==> config.mk <==
export PLATFORM = sky130hd
export DESIGN_NAME = exc_unit
export DESIGN_NICKNAME = d
export VERILOG_FILES = /design/src/rtl/exc_pkg.sv /design/src/rtl/exc_pin_sync.sv /design/src/rtl/exc_prio.sv /design/src/rtl/exc_state.sv /design/src/rtl/exc_unit.sv
export SDC_FILE = /design/constraint.sdc
export NUM_CORES = 1
export LEC_CHECK = 0
export BUFFER_PORTS_ARGS = -buffer_cell sky130_fd_sc_hd__buf_4
export CORE_AREA = 5 5 183 185
export DETAILED_ROUTE_END_ITERATION = 12
export DIE_AREA = 0 0 188 190
export PLACE_DENSITY = 0.41
export REMOVE_ABC_BUFFERS = 1
export SYNTH_ARGS = -nofsm -noshare
export SYNTH_HDL_FRONTEND = slang
export SYNTH_HIERARCHICAL = 1
export SYNTH_SLANG_ARGS = --single-unit
==> constraint.sdc <==
create_clock -name clk -period 8.7 [get_ports clk]
set_input_delay 1.74 -clock clk [delete_from_list [all_inputs] [get_ports clk]]
set_output_delay 1.74 -clock clk [all_outputs]
set_load 0.05 [all_outputs]
==> src/rtl/exc_pkg.sv <==
package exc_pkg;
  localparam int NCORE = 10;
  localparam int NSRC  = 12;
  localparam int CW    = 4;

  // core_req bit positions
  localparam int CB_MCHK  = 0;
  localparam int CB_DEBUG = 1;
  localparam int CB_WDOG  = 2;
  localparam int CB_PROG  = 3;
  localparam int CB_DSTOR = 4;
  localparam int CB_TLB   = 5;
  localparam int CB_SC    = 6;
  localparam int CB_ALIGN = 7;
  localparam int CB_FIT   = 8;
  localparam int CB_PIT   = 9;

  // priority slots, lowest index wins; code = slot + 1
  localparam int SL_LAST_CRIT = 3;
  localparam int SL_PROG  = 4;
  localparam int SL_DSTOR = 5;
  localparam int SL_TLB   = 6;
  localparam int SL_ALIGN = 8;

  typedef enum logic [1:0] {
    CLS_NONE    = 2'd0,
    CLS_RESET   = 2'd1,
    CLS_CRIT    = 2'd2,
    CLS_NONCRIT = 2'd3
  } exc_class_e;
endpackage

==> src/rtl/exc_pin_sync.sv <==
module exc_pin_sync #(
  parameter int NPIN = 6
) (
  input  logic            clk,
  input  logic            rst,
  input  logic [NPIN-1:0] lvl,
  input  logic            clr_we,
  input  logic [NPIN-1:0] clr,
  output logic [NPIN-1:0] status
);
  for (genvar g = 0; g < NPIN; g++) begin : g_pin
    logic meta, sync, stick;
    always_ff @(posedge clk) begin
      if (rst) begin
        meta  <= 1'b0;
        sync  <= 1'b0;
        stick <= 1'b0;
      end else begin
        meta  <= lvl[g];
        sync  <= meta;
        // a live level outranks a clear in the same cycle
        stick <= sync | (stick & ~(clr_we & clr[g]));
      end
    end
    assign status[g] = stick;
  end
endmodule

==> src/rtl/exc_prio.sv <==
module exc_prio
  import exc_pkg::*;
#(
  parameter int NPIN = 6
) (
  input  logic [NCORE-1:0] core_req,
  input  logic [NPIN-1:0]  status,
  input  logic [NPIN-1:0]  pin_en,
  input  logic             ee,
  input  logic             ce,
  output logic             hit,
  output logic [CW-1:0]    code,
  output logic             crit,
  output logic             use_cur
);
  logic [NPIN-1:0] live;
  logic [NSRC-1:0] src;
  logic [CW-1:0]   slot;

  assign live = status & pin_en;

  always_comb begin
    src     = '0;
    src[0]  = core_req[CB_MCHK];
    src[1]  = core_req[CB_DEBUG];
    src[2]  = live[0] & ce;
    src[3]  = core_req[CB_WDOG] & ce;
    src[4]  = core_req[CB_PROG];
    src[5]  = core_req[CB_DSTOR];
    src[6]  = core_req[CB_TLB];
    src[7]  = core_req[CB_SC];
    src[8]  = core_req[CB_ALIGN];
    src[9]  = (|live[NPIN-1:1]) & ee;
    src[10] = core_req[CB_FIT] & ee;
    src[11] = core_req[CB_PIT] & ee;
  end

  always_comb begin
    hit  = 1'b0;
    slot = '0;
    for (int i = NSRC - 1; i >= 0; i--) begin
      if (src[i]) begin
        hit  = 1'b1;
        slot = CW'(i);
      end
    end
  end

  assign code    = slot + CW'(1);
  assign crit    = (slot <= CW'(SL_LAST_CRIT));
  assign use_cur = (slot == CW'(SL_PROG))  || (slot == CW'(SL_DSTOR)) ||
                   (slot == CW'(SL_TLB))   || (slot == CW'(SL_ALIGN));
endmodule

==> src/rtl/exc_state.sv <==
module exc_state
  import exc_pkg::*;
#(
  parameter int            AW         = 32,
  parameter int            MW         = 16,
  parameter int            EE_BIT     = 4,
  parameter int            CE_BIT     = 5,
  parameter logic [AW-1:0] VEC_BASE   = 'h100,
  parameter logic [AW-1:0] VEC_STRIDE = 'h20
) (
  input  logic          clk,
  input  logic          rst,
  input  logic          hit,
  input  logic [CW-1:0] code,
  input  logic          crit,
  input  logic          use_cur,
  input  logic          mc_busy,
  input  logic [AW-1:0] cur_pc,
  input  logic [AW-1:0] next_pc,
  input  logic          rfi,
  input  logic          rfci,
  input  logic          msr_we,
  input  logic [MW-1:0] msr_wdata,
  output logic          redirect_valid,
  output logic [AW-1:0] redirect_pc,
  output exc_class_e    exc_class,
  output logic [CW-1:0] exc_code,
  output logic [MW-1:0] msr,
  output logic [AW-1:0] srr0,
  output logic [MW-1:0] srr1,
  output logic [AW-1:0] srr2,
  output logic [MW-1:0] srr3
);
  logic          rst_pend;
  logic [MW-1:0] msr_entry;
  logic [AW-1:0] save_pc;
  logic [AW-1:0] vec_pc;

  always_comb begin
    msr_entry         = msr;
    msr_entry[EE_BIT] = 1'b0;
    if (crit) msr_entry[CE_BIT] = 1'b0;
  end

  assign save_pc = (use_cur || mc_busy) ? cur_pc : next_pc;
  assign vec_pc  = VEC_BASE + AW'(code) * VEC_STRIDE;

  always_ff @(posedge clk) begin
    if (rst) begin
      rst_pend       <= 1'b1;
      redirect_valid <= 1'b0;
      redirect_pc    <= '0;
      exc_class      <= CLS_NONE;
      exc_code       <= '0;
      msr            <= '0;
      srr0           <= '0;
      srr1           <= '0;
      srr2           <= '0;
      srr3           <= '0;
    end else begin
      redirect_valid <= 1'b0;
      exc_class      <= CLS_NONE;
      exc_code       <= '0;
      if (rst_pend) begin
        rst_pend       <= 1'b0;
        redirect_valid <= 1'b1;
        redirect_pc    <= VEC_BASE;
        exc_class      <= CLS_RESET;
        msr            <= '0;
      end else if (hit) begin
        redirect_valid <= 1'b1;
        redirect_pc    <= vec_pc;
        exc_class      <= crit ? CLS_CRIT : CLS_NONCRIT;
        exc_code       <= code;
        msr            <= msr_entry;
        if (crit) begin
          srr2 <= save_pc;
          srr3 <= msr;
        end else begin
          srr0 <= save_pc;
          srr1 <= msr;
        end
      end else if (rfci) begin
        redirect_valid <= 1'b1;
        redirect_pc    <= srr2;
        msr            <= srr3;
      end else if (rfi) begin
        redirect_valid <= 1'b1;
        redirect_pc    <= srr0;
        msr            <= srr1;
      end else if (msr_we) begin
        msr <= msr_wdata;
      end
    end
  end
endmodule

==> src/rtl/exc_unit.sv <==
module exc_unit
  import exc_pkg::*;
#(
  parameter int            AW         = 32,
  parameter int            MW         = 16,
  parameter int            EE_BIT     = 4,
  parameter int            CE_BIT     = 5,
  parameter int            NPIN       = 6,
  parameter logic [AW-1:0] VEC_BASE   = 'h100,
  parameter logic [AW-1:0] VEC_STRIDE = 'h20
) (
  input  logic             clk,
  input  logic             rst,
  input  logic [NCORE-1:0] core_req,
  input  logic [NPIN-1:0]  pin_lvl,
  input  logic [NPIN-1:0]  pin_en,
  input  logic             stat_clr_we,
  input  logic [NPIN-1:0]  stat_clr,
  input  logic [AW-1:0]    cur_pc,
  input  logic [AW-1:0]    next_pc,
  input  logic             mc_busy,
  input  logic             rfi,
  input  logic             rfci,
  input  logic             msr_we,
  input  logic [MW-1:0]    msr_wdata,
  output logic             redirect_valid,
  output logic [AW-1:0]    redirect_pc,
  output logic [1:0]       exc_class,
  output logic [CW-1:0]    exc_code,
  output logic [MW-1:0]    msr,
  output logic [AW-1:0]    srr0,
  output logic [MW-1:0]    srr1,
  output logic [AW-1:0]    srr2,
  output logic [MW-1:0]    srr3,
  output logic [NPIN-1:0]  pin_status
);
  logic          hit, crit, use_cur;
  logic [CW-1:0] code;
  exc_class_e    cls;

  exc_pin_sync #(.NPIN(NPIN)) u_pins (
    .clk    (clk),
    .rst    (rst),
    .lvl    (pin_lvl),
    .clr_we (stat_clr_we),
    .clr    (stat_clr),
    .status (pin_status)
  );

  exc_prio #(.NPIN(NPIN)) u_prio (
    .core_req (core_req),
    .status   (pin_status),
    .pin_en   (pin_en),
    .ee       (msr[EE_BIT]),
    .ce       (msr[CE_BIT]),
    .hit      (hit),
    .code     (code),
    .crit     (crit),
    .use_cur  (use_cur)
  );

  exc_state #(
    .AW(AW), .MW(MW), .EE_BIT(EE_BIT), .CE_BIT(CE_BIT),
    .VEC_BASE(VEC_BASE), .VEC_STRIDE(VEC_STRIDE)
  ) u_state (
    .clk            (clk),
    .rst            (rst),
    .hit            (hit),
    .code           (code),
    .crit           (crit),
    .use_cur        (use_cur),
    .mc_busy        (mc_busy),
    .cur_pc         (cur_pc),
    .next_pc        (next_pc),
    .rfi            (rfi),
    .rfci           (rfci),
    .msr_we         (msr_we),
    .msr_wdata      (msr_wdata),
    .redirect_valid (redirect_valid),
    .redirect_pc    (redirect_pc),
    .exc_class      (cls),
    .exc_code       (exc_code),
    .msr            (msr),
    .srr0           (srr0),
    .srr1           (srr1),
    .srr2           (srr2),
    .srr3           (srr3)
  );

  assign exc_class = cls;
endmodule

# == Yosys cells after proc, flatten, opt, wreduce, memory -nomap -nowiden ==
# Cells that the tools add are included.
# totals
rom_bits,0
memories,0
ff_bits,170
out_inout_bits,157
ram_bits,0
latchBits,0
# op_classes
n_eq_ne,5
div_mod_pow,0
order_cmp,1
n_bitwise,33
n_addsub,2
n_shift,0
n_mul,0
muxes,42
n_reduce_logical,16
# op_table
operator,n
two-way mux 32 bit,4
two-way mux 16 bit,3
two-way mux 4 bit,12
two-way mux 1 bit,21
AND 1 bit,17
"equality test 4 x 3 -> 1 bit, second input constant",3
"adder 9 x 9 -> 10 bit, first input constant",1
two-way mux 9 bit,1
inverter 1 bit,9
nonzero test 4 bit,2
AND 6 bit,1
two-way mux 6 bit,1
OR 1 bit,6
AND reduction 3 bit,2
nonzero test 3 bit,2
OR reduction 3 bit,2
OR reduction 5 bit,1
"adder 4 x 1 -> 4 bit, second input constant",1
"equality test 4 bit, second input constant",1
"less-or-equal comparator 4 x 2 -> 1 bit, second input constant",1
logical OR 1 bit,4
AND reduction 2 bit,2
"!= test 2 x 1 -> 1 bit, second input constant",1
OR reduction 2 bit,1

# == Depth between registers and ports, before layout ==
# logic_depth
word_depth,19
depth_mapped,12
depth_no_buf,11

# == Cells and area by module ==
# Netlist, hierarchy kept.
# modules_own_cells
module,seq_area_each_um2,area_each_um2,n_inst,cells_each
exc_state,3042.9,6243.5,1,665
exc_pin_sync,360.3,598.1,1,55
exc_prio,0.0,309.0,1,49

# == Worst setup path before layout ==
# No wires, ideal clock.
# synth_timing
kind,input-to-reg
start,input pin_en[1]
end,register u_state.srr0[10]
n_path_buf,1
path_stages,11
path_slack_ns,4.432
arrival_time_ns,4.134
path_cell_list,a222oi_1 > o2111ai_1 > a311oi_2 > nor2_1 > ha_1 > or2_2 > a32o_1 > nor2_2 > buf_2 > mux2i_1 > a211oi_1
# synth_between
elab_chain_cells,19
# synth_rtl
element,line_no,text
start: declaration,exc_unit.sv:16,"input logic [NPIN-1:0] pin_en,"
AND 6 bit *,exc_prio.sv:20,assign live = status & pin_en;
OR reduction 5 bit *,exc_prio.sv:33,src[9] = (|live[NPIN-1:1]) & ee;
AND 1 bit *,exc_prio.sv:33,
two-way mux 4 bit * (10 in a row),exc_prio.sv:42,if (src[i]) begin
equality test 4 x 3 -> 1 bit,exc_prio.sv:51,assign use_cur = (slot == CW'(SL_PROG)) || (slot == CW'(SL_DSTOR)) ||
logical OR 1 bit (2 in a row),exc_prio.sv:51,
logical OR 1 bit *,exc_prio.sv:52,(slot == CW'(SL_TLB)) || (slot == CW'(SL_ALIGN));
net use_cur,exc_unit.sv:37,"logic hit, crit, use_cur;"
logical OR 1 bit *,exc_state.sv:45,assign save_pc = (use_cur || mc_busy) ? cur_pc : next_pc;
two-way mux 32 bit *,exc_state.sv:45,
end signal: assignment,exc_state.sv:80,srr0 <= save_pc;
end: declaration,exc_state.sv:29,"output logic [AW-1:0] srr0,"
# The timed path passes the listed nets; every way through them passes the cells marked *.
# A chain may end at the register's enable or synchronous reset.

# == Final worst setup path ==
# layout_timing
start,input pin_en[1]
end,register u_state.srr0[12]
# Same word-level chain as after synthesis.

==> impl_metrics.tcl <==
set metrics [dict create \
    status "finished, final reports clean" \
    crit_path_max_fanout 31 \
    antenna_found_initial 1 \
    synth_top_cell_area_share_pct 47.59 \
    vias_per_cell 4.456 \
    dr.first_iter.drc_count 249 \
    ios 272 \
    tns_ns 0 \
    hold_slack_ns 0.4305 \
    ys_seq_elements 170 \
    die_area_um2 35720 \
    n_antenna_cell 0 \
    yosysSeqAreaShare_pct 47.59 \
    critPathArrivalTime_ns 4.83 \
    reg2reg_slack_ns 5.22 \
    max_slew_margin_pct 38.29 \
    peakVddDrop_v 0.0001227 \
    cp-end-kind "flip-flop" \
    tritoncts "yes" \
    clk_latency_ns 0.43 \
    timing.rr.end "u_state/srr0[12]" \
    clockBufferDepth 2 \
    hold_violations 0 \
    grt_overflow 0 \
    synth_most_common_cell "dfxtp_1" \
    rsz0062_at_grt "no" \
    yosys.cell_types.count 55 \
    yosys-top-cells-count "dfxtp_1 (170), nor2_1 (113), nand2_1 (86)" \
    worstSetupStartpoint "pin_en[1]" \
    timing.final.max_slew_violations 0 \
    tightestPinTransition_ns 0.9229 \
    core-area_um2 31880 \
    drcViolationCount 0 \
    dr.pass1.iters 4 \
    die_h_um 190 \
    hold_class "flip-flop to flip-flop" \
    die_w_um 188 \
    grt_usage_pct 14.25 \
    portBuffers 271 \
    cts_buffers 17 \
    max_freq_mhz 219.5 \
    clkSinkCount 170 \
    synthTopCellsByArea "dfxtp_1 (48%), mux2i_1 (10%), a211oi_1 (6.8%)" \
    wl_per_cell_um 18.03 \
    via_count 6341 \
    skew_ns 0.01422 \
    start_util_pct 22.43 \
    synth_top_cell_by_area "dfxtp_1" \
    drive_above_1_share_pct 33.60 \
    design_area_um2 10040 \
    grt_pass1_vias 6578 \
    ys.flop_type "dfxtp_1" \
    fin_util_pct 31.49 \
    grt_max_degree 66 \
    ant_nets 0 \
    cp-start-kind "input port" \
    synth_edf_count 0 \
    nets 1119 \
    syn_to_final_growth_pct 40.37 \
    cts_resized 0 \
    drv_cap 0 \
    routed_wl_um 25650 \
    required_ns 8.97 \
    yosys_warnings 6 \
    rows 66 \
    clock-root-buffer "clkbuf_16" \
    cellPowerDensity_nw_per_um2 192.8 \
    placed_cell_area_um2 9422 \
    syn_avg_cell_area_um2 9.299 \
    syn_inst 769 \
    critPathKind "input port to flip-flop" \
    finalSetupViolCount 0 \
    cts_setup_buffers 0 \
    gp_congestion 0.7206 \
    hold_buffers 0 \
    hpwl_um 17830 \
    rr_worst_depth 11 \
    crit_end "u_state/srr0[12]" \
    r2r-start "u_pins/g_pin[1].stick" \
    cts_max_level 4 \
    p_leak_nw 4.300 \
    clkTransAtPathRegs_ns 0.06 \
    fin_crit_sh_pct 52.36 \
    period_needed_ns 4.555 \
    async_flop_share_pct 0 \
    grt_first_pass_wirelength_um 39770 \
    syn_area_um2 7151 \
]
==> layer usage <==
metal | vias to the layer above | GRT usage (%) | wire [µm]
met5 | - | 0 | 20
met4 | 2 | 3.219 | 174
met3 | 10 | 5.358 | 1725
met2 | 162 | 23.49 | 12300
met1 | 3016 | 17.82 | 11440
li1 | 3151 | - | -
==> cells by family after synthesis <==
logic type | Yosys count | share of synthesized area (%)
flops | 170 | 47.59
buf+inv | 83 | 5.757
compound gates | 168 | 16.54
fa+ha+maj | 2 | 0.3499
xor+xnor | 1 | 0.1225
simple gates | 244 | 15.01
mux | 101 | 14.63
==> cell usage in the layout, fill, tap and decap left out, types with 3 or more instances in the layout <==
| cell | count |
|---|---|
| buf_4 | 278 |
| dfxtp_1 | 170 |
| nor2_1 | 113 |
| nand2_1 | 86 |
| mux2i_1 | 73 |
| a211oi_1 | 65 |
| a21oi_1 | 43 |
| mux2_2 | 20 |
| inv_1 | 19 |
| clkbuf_16 | 17 |
| a22o_1 | 16 |
| o21ai_0 | 15 |
| mux2_1 | 8 |
| and2b_1 | 7 |
| a311oi_1 | 6 |
| nor2b_1 | 5 |
| nand2b_1 | 4 |
| and2_1 | 4 |
| o21ai_1 | 4 |
| bufinv_16 | 3 |
| clkinv_4 | 3 |
| clkbuf_8 | 3 |
| nor3_1 | 3 |
| nand3b_1 | 3 |
==> through the flow <==
step | cells | power, mW | setup slack, ns
final | 1423 | 1.935 | 4.145
after global routing | 1423 | 2.024 | 3.920
after CTS | 1423 | 1.970 | 4.164
after detailed placement | 1391 | 1.149 | 3.703
after global placement | 1391 | 1.150 | 3.709
after floorplan | 705 | 1.010 | 1.199
==> sequential cells by signal, indices dropped and copies added (netlist names) <==
register,flops
u_state/redirect_pc,32
u_state/srr0,32
u_state/srr2,32
u_state/msr,16
u_state/srr1,16
u_state/srr3,16
u_pins/g_pin.meta,6
u_pins/g_pin.stick,6
u_pins/g_pin.sync,6
u_state/exc_code,4
u_state/exc_class,2
u_state/redirect_valid,1
u_state/rst_pend,1
==> worst min path at each step <==
stage,startpoint,to,slack [ns],depth (start not counted)
2_1_floorplan,u_pins/g_pin[2].meta,u_pins/g_pin[2].sync,0.41,1
3_3_place_gp,u_pins/g_pin[4].meta,u_pins/g_pin[4].sync,0.41,1
3_5_place_dp,u_pins/g_pin[2].meta,u_pins/g_pin[2].sync,0.42,1
4_1_cts,u_pins/g_pin[2].meta,u_pins/g_pin[2].sync,0.43,1
5_1_grt,u_pins/g_pin[2].meta,u_pins/g_pin[2].sync,0.45,1
6_report,u_pins/g_pin[2].meta,u_pins/g_pin[2].sync,0.43,1
==> where the power goes <==
part / internal, mW / switching [mW] / leakage, nW
sequential: 0.805 / 0.0205 / 1.39
combinational: 0.110 / 0.190 / 2.62
clock: 0.476 / 0.333 / 0.296
==> final cells by class <==
cell class	instances	area, µm²
Fill cell	3405	21840
Sequential cell	170	3403
Multi-Input combinational cell	516	3349
Timing Repair Buffer	278	2087
Tap cell	408	510.5
Clock buffer	22	474.2
Clock inverter	10	141.4
Inverter	19	71.32
==> worst max-delay path, cell delays in order <==
cell       delay [ns]
buf_4            0.11
a222oi_1         0.48
o2111ai_1        0.25
a311oi_2         0.34
nor2_1           0.07
ha_1             0.19
or2_2            0.28
a32o_1           0.23
nor2_4           0.11
buf_4            0.51
mux2i_1          0.34
a211oi_1         0.10
(Power assumes the default switching activity.)
